$ cat src/rtl/pmc_pkg.sv
package pmc_pkg;
   localparam int MODE_W   = 5;
   localparam int N_MODES  = 7;

   localparam logic [MODE_W-1:0] M_USER = 5'h10;
   localparam logic [MODE_W-1:0] M_FAST = 5'h11;
   localparam logic [MODE_W-1:0] M_NORM = 5'h12;
   localparam logic [MODE_W-1:0] M_SUPV = 5'h13;
   localparam logic [MODE_W-1:0] M_ABRT = 5'h17;
   localparam logic [MODE_W-1:0] M_UNDF = 5'h1B;
   localparam logic [MODE_W-1:0] M_SYST = 5'h1F;

   localparam logic [MODE_W-1:0] MODE_TABLE [N_MODES] =
      '{M_USER, M_FAST, M_NORM, M_SUPV, M_ABRT, M_UNDF, M_SYST};

   typedef enum logic [2:0] {
      K_FAST  = 3'd0,
      K_NORM  = 3'd1,
      K_PABT  = 3'd2,
      K_DABT  = 3'd3,
      K_UNDEF = 3'd4,
      K_SCALL = 3'd5
   } exc_kind_e;

   localparam int N_KINDS = 6;

   typedef struct packed {
      logic                 upd;
      logic [MODE_W-1:0]    nxt;
      logic                 bad;
      logic                 save;
   } pmc_decision_t;
endpackage

$ cat src/rtl/pmc_mode_decode.sv
module pmc_mode_decode
   import pmc_pkg::*;
(
   input  logic [MODE_W-1:0] code,
   output logic              assigned,
   output logic              is_user,
   output logic              is_system
);
   logic [N_MODES-1:0] hit;

   for (genvar g = 0; g < N_MODES; g++) begin : g_match
      assign hit[g] = (code == MODE_TABLE[g]);
   end

   assign assigned  = |hit;
   assign is_user   = (code == M_USER);
   assign is_system = (code == M_SYST);
endmodule

$ cat src/rtl/pmc_exc_map.sv
module pmc_exc_map
   import pmc_pkg::*;
#(
   parameter int KIND_W = 3
)(
   input  logic [KIND_W-1:0] kind,
   output logic [MODE_W-1:0] target,
   output logic              known
);
   localparam int N_CODES = 1 << KIND_W;

   if (KIND_W < 3) begin : g_bad_width
      initial $error("pmc_exc_map: KIND_W must be at least 3");
   end

   always_comb begin
      target = M_SUPV;
      known  = 1'b1;
      if (int'(kind) >= N_KINDS) begin
         known = 1'b0;
      end else begin
         case (exc_kind_e'(kind[2:0]))
            K_FAST:  target = M_FAST;
            K_NORM:  target = M_NORM;
            K_PABT:  target = M_ABRT;
            K_DABT:  target = M_ABRT;
            K_UNDEF: target = M_UNDF;
            K_SCALL: target = M_SUPV;
            default: known  = 1'b0;
         endcase
      end
   end

   initial begin
      if (N_CODES < N_KINDS) $error("pmc_exc_map: kind field too narrow");
   end
endmodule

$ cat src/rtl/pmc_arbiter.sv
module pmc_arbiter
   import pmc_pkg::*;
(
   input  logic              cur_user,
   input  logic              cur_system,
   input  logic              sw_req,
   input  logic [MODE_W-1:0] sw_target,
   input  logic              sw_assigned,
   input  logic              sw_to_user,
   input  logic              exc_req,
   input  logic [MODE_W-1:0] exc_target,
   input  logic              exc_known,
   output pmc_decision_t     dec
);
   always_comb begin
      dec = '{upd: 1'b0, nxt: exc_target, bad: 1'b0, save: 1'b0};
      if (exc_req) begin
         // exceptions outrank software writes
         if (exc_known) begin
            dec.upd  = 1'b1;
            dec.nxt  = exc_target;
            dec.save = 1'b1;
         end else begin
            dec.bad  = 1'b1;
         end
      end else if (sw_req) begin
         if (cur_user || !sw_assigned || (cur_system && sw_to_user)) begin
            dec.bad = 1'b1;
         end else begin
            dec.upd = 1'b1;
            dec.nxt = sw_target;
         end
      end
   end
endmodule

$ cat src/rtl/pmc_top.sv
module pmc_top
   import pmc_pkg::*;
#(
   parameter int                KIND_W     = 3,
   parameter logic [MODE_W-1:0] RESET_MODE = M_SUPV
)(
   input  logic              clk,
   input  logic              rst_n,
   input  logic              sw_req,
   input  logic [MODE_W-1:0] sw_mode,
   input  logic              exc_req,
   input  logic [KIND_W-1:0] exc_kind,
   output logic [MODE_W-1:0] mode,
   output logic              priv,
   output logic              illegal,
   output logic              save_stb,
   output logic [MODE_W-1:0] save_mode
);
   localparam logic RESET_PRIV = (RESET_MODE != M_USER);

   initial begin
      if (RESET_MODE != M_SUPV && RESET_MODE != M_SYST && RESET_MODE != M_USER &&
          RESET_MODE != M_FAST && RESET_MODE != M_NORM && RESET_MODE != M_ABRT &&
          RESET_MODE != M_UNDF)
         $error("pmc_top: RESET_MODE is not an assigned mode");
   end

   logic              cur_user, cur_system, cur_assigned;
   logic              sw_assigned, sw_to_user, sw_to_system;
   logic [MODE_W-1:0] exc_target;
   logic              exc_known;
   pmc_decision_t     dec;

   pmc_mode_decode u_cur_dec (
      .code(mode), .assigned(cur_assigned),
      .is_user(cur_user), .is_system(cur_system));

   pmc_mode_decode u_sw_dec (
      .code(sw_mode), .assigned(sw_assigned),
      .is_user(sw_to_user), .is_system(sw_to_system));

   pmc_exc_map #(.KIND_W(KIND_W)) u_map (
      .kind(exc_kind), .target(exc_target), .known(exc_known));

   pmc_arbiter u_arb (
      .cur_user(cur_user), .cur_system(cur_system),
      .sw_req(sw_req), .sw_target(sw_mode), .sw_assigned(sw_assigned),
      .sw_to_user(sw_to_user), .exc_req(exc_req),
      .exc_target(exc_target), .exc_known(exc_known), .dec(dec));

   always_ff @(posedge clk or negedge rst_n) begin
      if (!rst_n) begin
         mode      <= RESET_MODE;
         priv      <= RESET_PRIV;
         illegal   <= 1'b0;
         save_stb  <= 1'b0;
         save_mode <= RESET_MODE;
      end else begin
         illegal  <= dec.bad;
         save_stb <= dec.save;
         if (dec.upd) begin
            mode <= dec.nxt;
            priv <= (dec.nxt != M_USER);
         end
         if (dec.save) save_mode <= dec.nxt;
      end
   end

   // privilege register tracks the mode register
   assert_priv_match_R2: assert property (@(posedge clk) disable iff (!rst_n)
      priv == (mode != M_USER));

   // user-mode software requests are refused
   assert_user_locked_R3: assert property (@(posedge clk) disable iff (!rst_n)
      (cur_user && sw_req && !exc_req) |=> (illegal && mode == M_USER));

   // system to user is refused
   assert_sys_to_user_R5: assert property (@(posedge clk) disable iff (!rst_n)
      (cur_system && sw_req && !exc_req && sw_mode == M_USER) |=> (illegal && $stable(mode)));

   // exceptions never land in user or system mode
   assert_exc_target_R7: assert property (@(posedge clk) disable iff (!rst_n)
      save_stb |-> (mode != M_USER && mode != M_SYST));

   // strobe names the mode just entered
   assert_save_bank_R8: assert property (@(posedge clk) disable iff (!rst_n)
      save_stb |-> (save_mode == mode));

   // exception wins over software request
   assert_exc_wins_R9: assert property (@(posedge clk) disable iff (!rst_n)
      (exc_req && exc_known) |=> (save_stb && !illegal));

   // mode register only ever holds assigned values
   assert_mode_assigned_R6: assert property (@(posedge clk) disable iff (!rst_n)
      cur_assigned);
endmodule

$ cat config.mk
export PLATFORM = sky130hd
export DESIGN_NAME = pmc_top
export DESIGN_NICKNAME = d
export VERILOG_FILES = /design/src/rtl/pmc_pkg.sv /design/src/rtl/pmc_mode_decode.sv /design/src/rtl/pmc_exc_map.sv /design/src/rtl/pmc_arbiter.sv /design/src/rtl/pmc_top.sv
export SDC_FILE = /design/constraint.sdc
export NUM_CORES = 1
export LEC_CHECK = 0
export BUFFER_PORTS_ARGS = -buffer_cell sky130_fd_sc_hd__clkbuf_2
export CAP_MARGIN = 20
export CORE_AREA = 2 2 44 46
export DETAILED_ROUTE_END_ITERATION = 6
export DIE_AREA = 0 0 46 48
export PLACE_DENSITY = 0.72
export SETUP_SLACK_MARGIN = 0.15
export SYNTH_ARGS = -nofsm -noshare
export SYNTH_HDL_FRONTEND = slang
export SYNTH_HIERARCHICAL = 1
export SYNTH_SLANG_ARGS = --single-unit
export TNS_END_PERCENT = 50
$ cat constraint.sdc
create_clock -name clk -period 2.55 [get_ports clk]
set_input_delay 0.1275 -clock clk [delete_from_list [all_inputs] [get_ports clk]]
set_output_delay 0.1275 -clock clk [all_outputs]
set_load 0.02 [all_outputs]
==> results.md, run 1 <==
- Status: completed
- Cell internal pwr: 0.358 mW
- Number of vias per cell: 5.00
- Syn Nets: 71
- GR Util All Layers: 14.7%
- Clock slew at reported path FFs: 0.08 ns
- Setup TNS: 0 ns
- Sw Pwr: 0.149 mW
- Clock Tree Buf Depth: 2
- Hold WC Path Type: primary input to flop
- Min Hold Slack: 0.135 ns
- Setup crit start kind: flop
- HPWL after detailed placement: 1180 um
- Top Layer Used: met3
- Gr ovfl total: 0
- Clock Power Share: 24.3%
- Post-CTS sizing: 0
- Post-Synthesis Cells: 59
- Syn. warnings: 6
- Unrepaired setup endpoints after global routing: false
- Die area: 2210 um^2
- Wirelength, routed: 1480 um
- CTS hold repair buffers: 1
- Crit path capture type: flop
- Hold Vio Cnt, Final: 0
- Max Fclk: 513 MHz
- Pin count of the biggest net entering global routing: 14
- Final ANT Viol Nets: 0
- Setup Buffers After CTS: 0
- Final setup fails: 0
- Num CTS Buffers: 3
- CTS tree: yes
- Most frequent cells in the layout: clkbuf_2 (24), mux2_4 (10), dfstp_2 (7), dfrtp_1 (6), nand2_1 (6)
- Clk root buf: clkbuf_4
- Standard-cell row count: 15
- Fin util: 54.7%
- WP data arrival: 2.13 ns
- Max Cap Viol: 0
- Vias in the first global route: 521
- Area Growth Syn to Fin: 20.8%
- Period utilization: 76.5%
- Placeable Area: 1690 um^2
- Post-route cell area: 923 um^2
- Clock Sinks: 13
- Net count, final: 99
- Metal3 WL: 65 um
- Initial DRC count: 7
- Sw frac: 29.4%
- VDD IR-drop max: 0.307 mV
- Part of the power in registers: 49.9%
- Fin crit period: 1.95 ns
- DRC Markers: 0
- Pwr Total: 0.506 mW
- Crit Path Max Fanout: 6
- Met1 wire length: 665 um
- Via count: 515
- Initial Util: 45.3%
- Latest clock arrival within the worst-skew pair: 0.26 ns
- H-tree depth: 1
- Syn Area/Cell: 13.0 um^2
- Placed cell areas: 887 um^2
- R2R depth: 7
- PD cells: 548 nW/um^2
- Pleak: 0.459 nW
- Die height: 48 um
- Fin. max-slew vios: 0
- TritonRoute pass-1 iters: 2
- CP Data Required Time: 2.73 ns
- Die width: 46 um
- WHS Path Cells: 3
- Routed wl met2: 745 um
- Logic pwr share: 25.9%
- ANT cells: 0
- RePlAce Congestion: 0.807
- Clk_skew: 0.00539 ns
- Initial antenna violation count: 0
- Port bufs: 24
- Kind of critical path: flop to flop
- Fraction of layout cells with a size suffix above 1: 65.1%
- First-pass GRT wire length: 2310 um
- R2R setup slack: 0.60 ns
- Commonest non-fill, non-tap cell in the layout: clkbuf_2
- I/O pins: 25
- WL/cell: 14.3 um
- Area of the mapped netlist: 764 um^2
-- power by group through the flow --
| stage | combinational, mW | sequential (mW) | clock, mW |
|---|---|---|---|
| 4_1_cts | 0.133 | 0.252 | 0.125 |
| 3_3_place_gp | 0.128 | 0.254 | 0 |
| 6_report | 0.131 | 0.253 | 0.123 |
| 3_5_place_dp | 0.131 | 0.256 | 0 |
| 5_1_grt | 0.142 | 0.255 | 0.134 |
| 2_1_floorplan | 0.0625 | 0.279 | 0 |
-- worst paths after layout --
path / start / end
min in group asynchronous: rst_n / mode[2]$_DFFE_PN0P_
hold / removal: exc_req / illegal$_DFF_PN0_
setup reg to reg: mode[3]$_DFFE_PN0P_ / priv$_DFFE_PN1P_
setup / recovery: mode[3]$_DFFE_PN0P_ / priv$_DFFE_PN1P_
hold reg to reg: priv$_DFFE_PN1P_ / priv$_DFFE_PN1P_
max in group asynchronous: rst_n / save_mode[4]$_DFFE_PN1P_
-- worst max-delay path, stage by stage (launching register included) --
cell and delay (ns):
dfrtp_1 0.42, or2_1 0.25, nor4b_2 0.34, nor2b_4 0.09, nand3_4 0.12, mux2_4 0.33
nor3b_1 0.19, a31oi_1 0.12
-- stage by stage --
step,std cells,setup WS [ns]
after floorplan,59,0.622
after global placement,98,0.638
after detailed placement,98,0.601
after CTS,103,0.588
after global routing,103,0.443
final,103,0.599
-- flip-flops by register name, summed over array words and instances (netlist names) --
| name | flops |
|---|---|
| illegal | 1 |
| mode | 5 |
| priv | 1 |
| save_mode | 5 |
| save_stb | 1 |
-- layer usage --
| metal | vias up | global-route usage, % |
|---|---|---|
| met1 | 244 | 17.2 |
| met5 | - | 0 |
| li1 | 256 | - |
| met2 | 15 | 28.1 |
| met4 | 0 | 1.71 |
| met3 | 0 | 3.40 |
-- area by class of cell --
class / instances / area [um^2]
clock buffers: 4 / 26.3
fillers: 151 / 766
inverters: 2 / 7.51
multi-input cells: 42 / 404
flip-flops and latches: 13 / 334
well taps: 17 / 21.3
repair buffers: 25 / 130
(Power assumes the default switching activity.)
==> run 2, diff against run 1 <==
- CORE_AREA: 2 2 44 46 -> 2 2 46 48
- DIE_AREA: 0 0 46 48 -> 0 0 48 50
- PLACE_DENSITY: 0.72 -> 0.7
- clock period: 2.55 -> 1.6 ns (I/O delays scaled with it)
==> results.md, run 2 (synthesis gave the netlist of run 1 again) <==
- Failing checks: setup timing
- Initial DRC count: 5
- Standard-cell row count: 16
- Crit path capture type: flop
- Die area: 2400 um^2
- Fin crit period: 1.82 ns
- Fraction of layout cells with a size suffix above 1: 75.8%
- Port bufs: 24
- ANT cells: 0
- Fin util: 56.4%
- Most frequent cells in the layout: clkbuf_2 (24), mux2_4 (14), buf_4 (13), dfstp_2 (7), nand2_1 (5)
- Clock slew at reported path FFs: 0.08 ns
- Final ANT Viol Nets: 0
- Area Growth Syn to Fin: 40.4%
- Final setup fails: 11
- CTS tree: yes
- VDD IR-drop max: 0.408 mV
- RePlAce Congestion: 0.745
- Fin worst setup slack: -0.216 ns
- Max Cap Viol: 0
- Fin. max-slew vios: 0
- I/O pins: 25
- Gr ovfl total: 0
- Pleak: 0.543 nW
- Via count: 574
- Kind of critical path: flop to flop
- Wirelength, routed: 1560 um
- Hold Vio Cnt, Final: 0
- Clock Tree Buf Depth: 2
- CP Data Required Time: 1.77 ns
- Pwr Total: 0.873 mW
- Unrepaired setup endpoints after global routing: true
- Crit Path Max Fanout: 6
- Biggest regs: mode x5, save_mode x5
- Clock Sinks: 13
- Pin count of the biggest net entering global routing: 14
- Commonest non-fill, non-tap cell in the layout: clkbuf_2
- Latest clock arrival within the worst-skew pair: 0.28 ns
- H-tree depth: 1
- Clk root buf: clkbuf_4
- GR Util All Layers: 15.1%
- Number of vias per cell: 4.56
- Initial Util: 40.2%
- DRC Markers: 0
- Num CTS Buffers: 3
- Status: finished, violations left
- Placeable Area: 1900 um^2
- Hold WC Path Type: primary input to flop
- WL/cell: 12.4 um
- TritonRoute pass-1 iters: 4
- Vias in the first global route: 568
- WP data arrival: 1.98 ns
- Initial antenna violation count: 0
- Net count, final: 112
- HPWL after detailed placement: 1230 um
- First-pass GRT wire length: 2530 um
- Clk_skew: 0.00179 ns
- Period utilization: 114%
- PD cells: 813 nW/um^2
- Setup crit start kind: flop
- Die height: 50 um
- Die width: 48 um
- Max Fclk: 551 MHz
- Fill cell total of the finished layout: 167
-- run 2: timing repair --
| item | 4_1_cts | 5_1_grt |
|---|---|---|
| endpoints found under the setup margin | 11 | 12 |
| endpoints found under the hold margin | 13 | 0 |
| setup buffers | 1 | 0 |
| resized for setup | 3 | 3 |
| hold buffers | 1 | 0 |
-- run 2: cell type report --
class | instances | area (um^2) | share of cell area (%)
clock buffer | 4 | 26.3 | 2.45
inverter | 2 | 7.51 | 0.699
multi-input combinational | 42 | 442 | 41.1
sequential | 13 | 337 | 31.4
tap | 27 | 33.8 | 3.15
timing repair buffer | 38 | 228 | 21.2
-- run 2: final timing paths --
check,slack (ns),end,from,cells past startpoint
worst max-delay path,-0.22,mode[2]$_DFFE_PN0P_,mode[2]$_DFFE_PN0P_,6
worst min-delay path,0.08,illegal$_DFF_PN0_,exc_req,3
worst max register to register,-0.22,mode[2]$_DFFE_PN0P_,mode[2]$_DFFE_PN0P_,6
worst min register to register,0.49,priv$_DFFE_PN1P_,priv$_DFFE_PN1P_,2
max in group asynchronous,1.08,mode[0]$_DFFE_PN1P_,rst_n,2
min in group asynchronous,0.23,save_mode[3]$_DFFE_PN0P_,rst_n,2
-- run 2: per-stage QoR --
step | setup TNS (ns) | hold slack [ns] | cell area, um^2 | std cells | setup slack [ns]
floorplan | -2.04 | -0.216 | 788 | 59 | -0.235
global placement | -1.92 | -0.0209 | 1010 | 120 | -0.205
detailed placement | -2.26 | -0.0111 | 1010 | 120 | -0.239
CTS | -2.19 | 0.0670 | 1060 | 126 | -0.237
global route | -2.63 | 0.0978 | 1070 | 126 | -0.277
finish | -1.96 | 0.0796 | 1070 | 126 | -0.216
-- run 2: per-layer routing --
metal | track usage (%) | wire, um | vias to the layer above | part of all wire, %
li1 | - | - | 284 | -
met1 | 21.1 | 705 | 267 | 45
met2 | 21.8 | 759 | 21 | 49
met3 | 2.20 | 65 | 2 | 4.2
met4 | 8.11 | 29 | 0 | 1.9
met5 | 0 | 0 | - | 0
-- run 2: critical path, cell delays in order, from the launching register on --
cell and delay (ns):
dfrtp_2 0.41, or2_4 0.26, nor4b_4 0.26, nor2b_4 0.08, nand3_4 0.12, mux2_4 0.34
mux2_4 0.26
-- run 2: report_power, final --
group / total, mW / switching [mW] / internal (mW) / leakage (nW)
clock network: 0.208 / 0.111 / 0.0967 / 0.0150
logic: 0.267 / 0.126 / 0.140 / 0.379
registers: 0.399 / 0.0228 / 0.376 / 0.148
total: 0.873 / 0.260 / 0.613 / 0.543
==> run 3, diff against run 2 <==
- CORE_AREA: 2 2 46 48 -> 2 2 43 45
- DIE_AREA: 0 0 48 50 -> 0 0 45 47
- PLACE_DENSITY: 0.7 -> 0.68
- SYNTH_HIERARCHICAL: 1 -> default
==> results.md, run 3 <==
- Die width: 45 um
- Clock Sinks: 13
- HPWL after detailed placement: 1060 um
- Area Growth Syn to Fin: 37.2%
- Top delay family on crit path: simple AND/OR/NAND/NOR gates
- Commonest non-fill, non-tap cell in the layout: clkbuf_2
- Vias in the first global route: 567
- Net count, final: 102
- Async SR Flop Fraction: 100%
- HP Start: sw_req
- Largest cells by area after synthesis: dfstp_2 (29%), dfrtp_1 (24%), mux2_2 (5.3%)
- RePlAce Congestion: 0.686
- CP bufs+invs: 0
- R2R setup slack: 0.11 ns
- WHS Endpoint: illegal$_DFF_PN0_
- Worst path cell trace: nand2_2 > nor4_4 > nor4_4 > mux2_4
- Syn Area/Cell: 10.9 um^2
- TritonRoute pass-1 iters: 4
- Port bufs: 24
- GR Util All Layers: 16.0%
- Most common cell in the netlist: dfstp_2
- Placeable Area: 1650 um^2
- Initial Util: 38.3%
- Crit path capture type: flop
- Max Fclk: 671 MHz
- CP Data Required Time: 1.76 ns
- Yosys reg bits: 13
- Syn. warnings: 0
- Max Cap Viol: 0
- ANT cells: 0
- Most used DFF post-synth: dfstp_2
- Syn Nets: 70
- Crit Path Max Fanout: 6
- Fin. max-slew vios: 0
- Most used cell, CP: nor4_4
- Final ANT Viol Nets: 0
- Latest clock arrival within the worst-skew pair: 0.27 ns
- Status: completed
- Setup crit start kind: flop
- WP data arrival: 1.65 ns
- Cell variety after synth: 23
- Initial DRC count: 6
- Most frequent cells in the layout: clkbuf_2 (24), dfstp_2 (7), inv_1 (5), a21oi_1 (5), nor2_1 (5)
- Post-place setup slack: 0.0704 ns
- Pin count of the biggest net entering global routing: 14
- PD cells: 895 nW/um^2
- Max incr delay on CP: 0.48 ns
- Via count: 541
- Fraction of layout cells with a size suffix above 1: 55.1%
- Fin worst setup slack: 0.109 ns
- Number of vias per cell: 5.10
- Post-synth top area cell: dfstp_2
- DRC Markers: 0
- Reg-to-reg startpoint: mode[2]$_DFFE_PN0P_
- CTS tree: yes
- Pleak: 0.387 nW
- First-pass GRT wire length: 2420 um
- WL/cell: 13.3 um
- Initial antenna violation count: 0
- Post-route cell area: 868 um^2
- I/O pins: 25
- Hold WC Path Type: primary input to flop
- Area of the mapped netlist: 633 um^2
- WHS Path Cells: 3
- H-tree depth: 1
- Period utilization: 93.2%
- Clk root buf: clkbuf_4
- Kind of critical path: flop to flop
- Setup TNS: 0 ns
- Worst slew pin tran: 0.480 ns
- R2R depth: 4
- Wirelength, routed: 1410 um
- Final setup fails: 0
- Post-synth EDFFs: 0
- FF-to-FF End: mode[3]$_DFFE_PN0P_
- Unrepaired setup endpoints after global routing: true
- Seq/Total Area, Yosys: 52.8%
- Num CTS Buffers: 3
- Die area: 2120 um^2
- Normalized max-slew margin: 67.8%
- Standard-cell row count: 15
- Biggest regs: mode x5, save_mode x5
- Gr ovfl total: 0
- Hold Vio Cnt, Final: 0
- Post-Synthesis Cells: 58
- Clock Tree Buf Depth: 2
- Clock slew at reported path FFs: 0.08 ns
- Placed cell areas: 797 um^2
- Share of the synthesized area in the top cell type: 29.1%
- Clk_skew: 0.00274 ns
- Fin crit period: 1.49 ns
- Die height: 47 um
- Post-synth top cells: dfstp_2 (7), dfrtp_1 (6), a21oi_1 (5), inv_1 (5), nor2_1 (5)
- VDD IR-drop max: 0.570 mV
- Slowest stage cell on the critical path: nor4_4
==> run 3: layout make-up <==
type	instances	area (um^2)
Sequential cell	13	337
Clock buffer	4	26.3
Timing Repair Buffer	28	153
Inverter	5	18.8
Tap cell	17	21.3
Multi-Input combinational cell	39	313
Fill cell	155	783
==> run 3: cell families after synthesis <==
group	Yosys count	synth area share [%]
compound gates	13	13.8
buf+inv	6	3.56
flops	13	52.8
mux	5	8.50
simple gates	21	21.3
==> run 3: where the power goes <==
part,switching (mW),internal [mW]
Sequential,0.0230,0.364
Clock,0.108,0.0965
Combinational,0.108,0.0777
==> run 3: worst max path at each step <==
stage,startpoint,end,slack [ns],cells after the start
finish,mode[2]$_DFFE_PN0P_,mode[3]$_DFFE_PN0P_,0.11,4
CTS,mode[2]$_DFFE_PN0P_,mode[3]$_DFFE_PN0P_,0.09,4
floorplan,mode[3]$_DFFE_PN0P_,mode[1]$_DFFE_PN1P_,0.1,4
detailed placement,mode[3]$_DFFE_PN0P_,mode[1]$_DFFE_PN1P_,0.07,4
global placement,mode[3]$_DFFE_PN0P_,mode[1]$_DFFE_PN1P_,0.1,4
global route,mode[2]$_DFFE_PN0P_,mode[0]$_DFFE_PN1P_,0.01,5
==> run 3: repair_timing <==
item / in CTS / in global routing
hold endpoints to repair: 13 / 0
pin swaps: 3 / 1
setup endpoints to repair: 5 / 6
setup buffers: 3 / 0
gates resized for setup: 1 / 1
hold buffers: 1 / 0
==> run 3: worst min-delay path, delay by kind of cell <==
family	cells	cell delay (ns)
compound gates	2	0.12
buf+inv	1	0.09
==> run 3: routing by layer <==
metal  up-vias  wire length, um  track usage (%)
li1        268                -                -
met5         -                0                0
met4         0               15             8.82
met2        16              665             25.1
met3         2               66             4.62
met1       255              664             20.0
==> run 3: per-stage QoR <==
stage                     utilization [%]  std cells  power, mW  hold WS (ns)
after floorplan                         -         58      0.494        -0.216
after global placement               48.3         98      0.558       -0.0116
after detailed placement             48.3         98      0.561      -0.00908
after CTS                            52.0        106      0.780        0.0545
after global routing                 52.6        106      0.816        0.0696
final                                52.6        106      0.777        0.0594
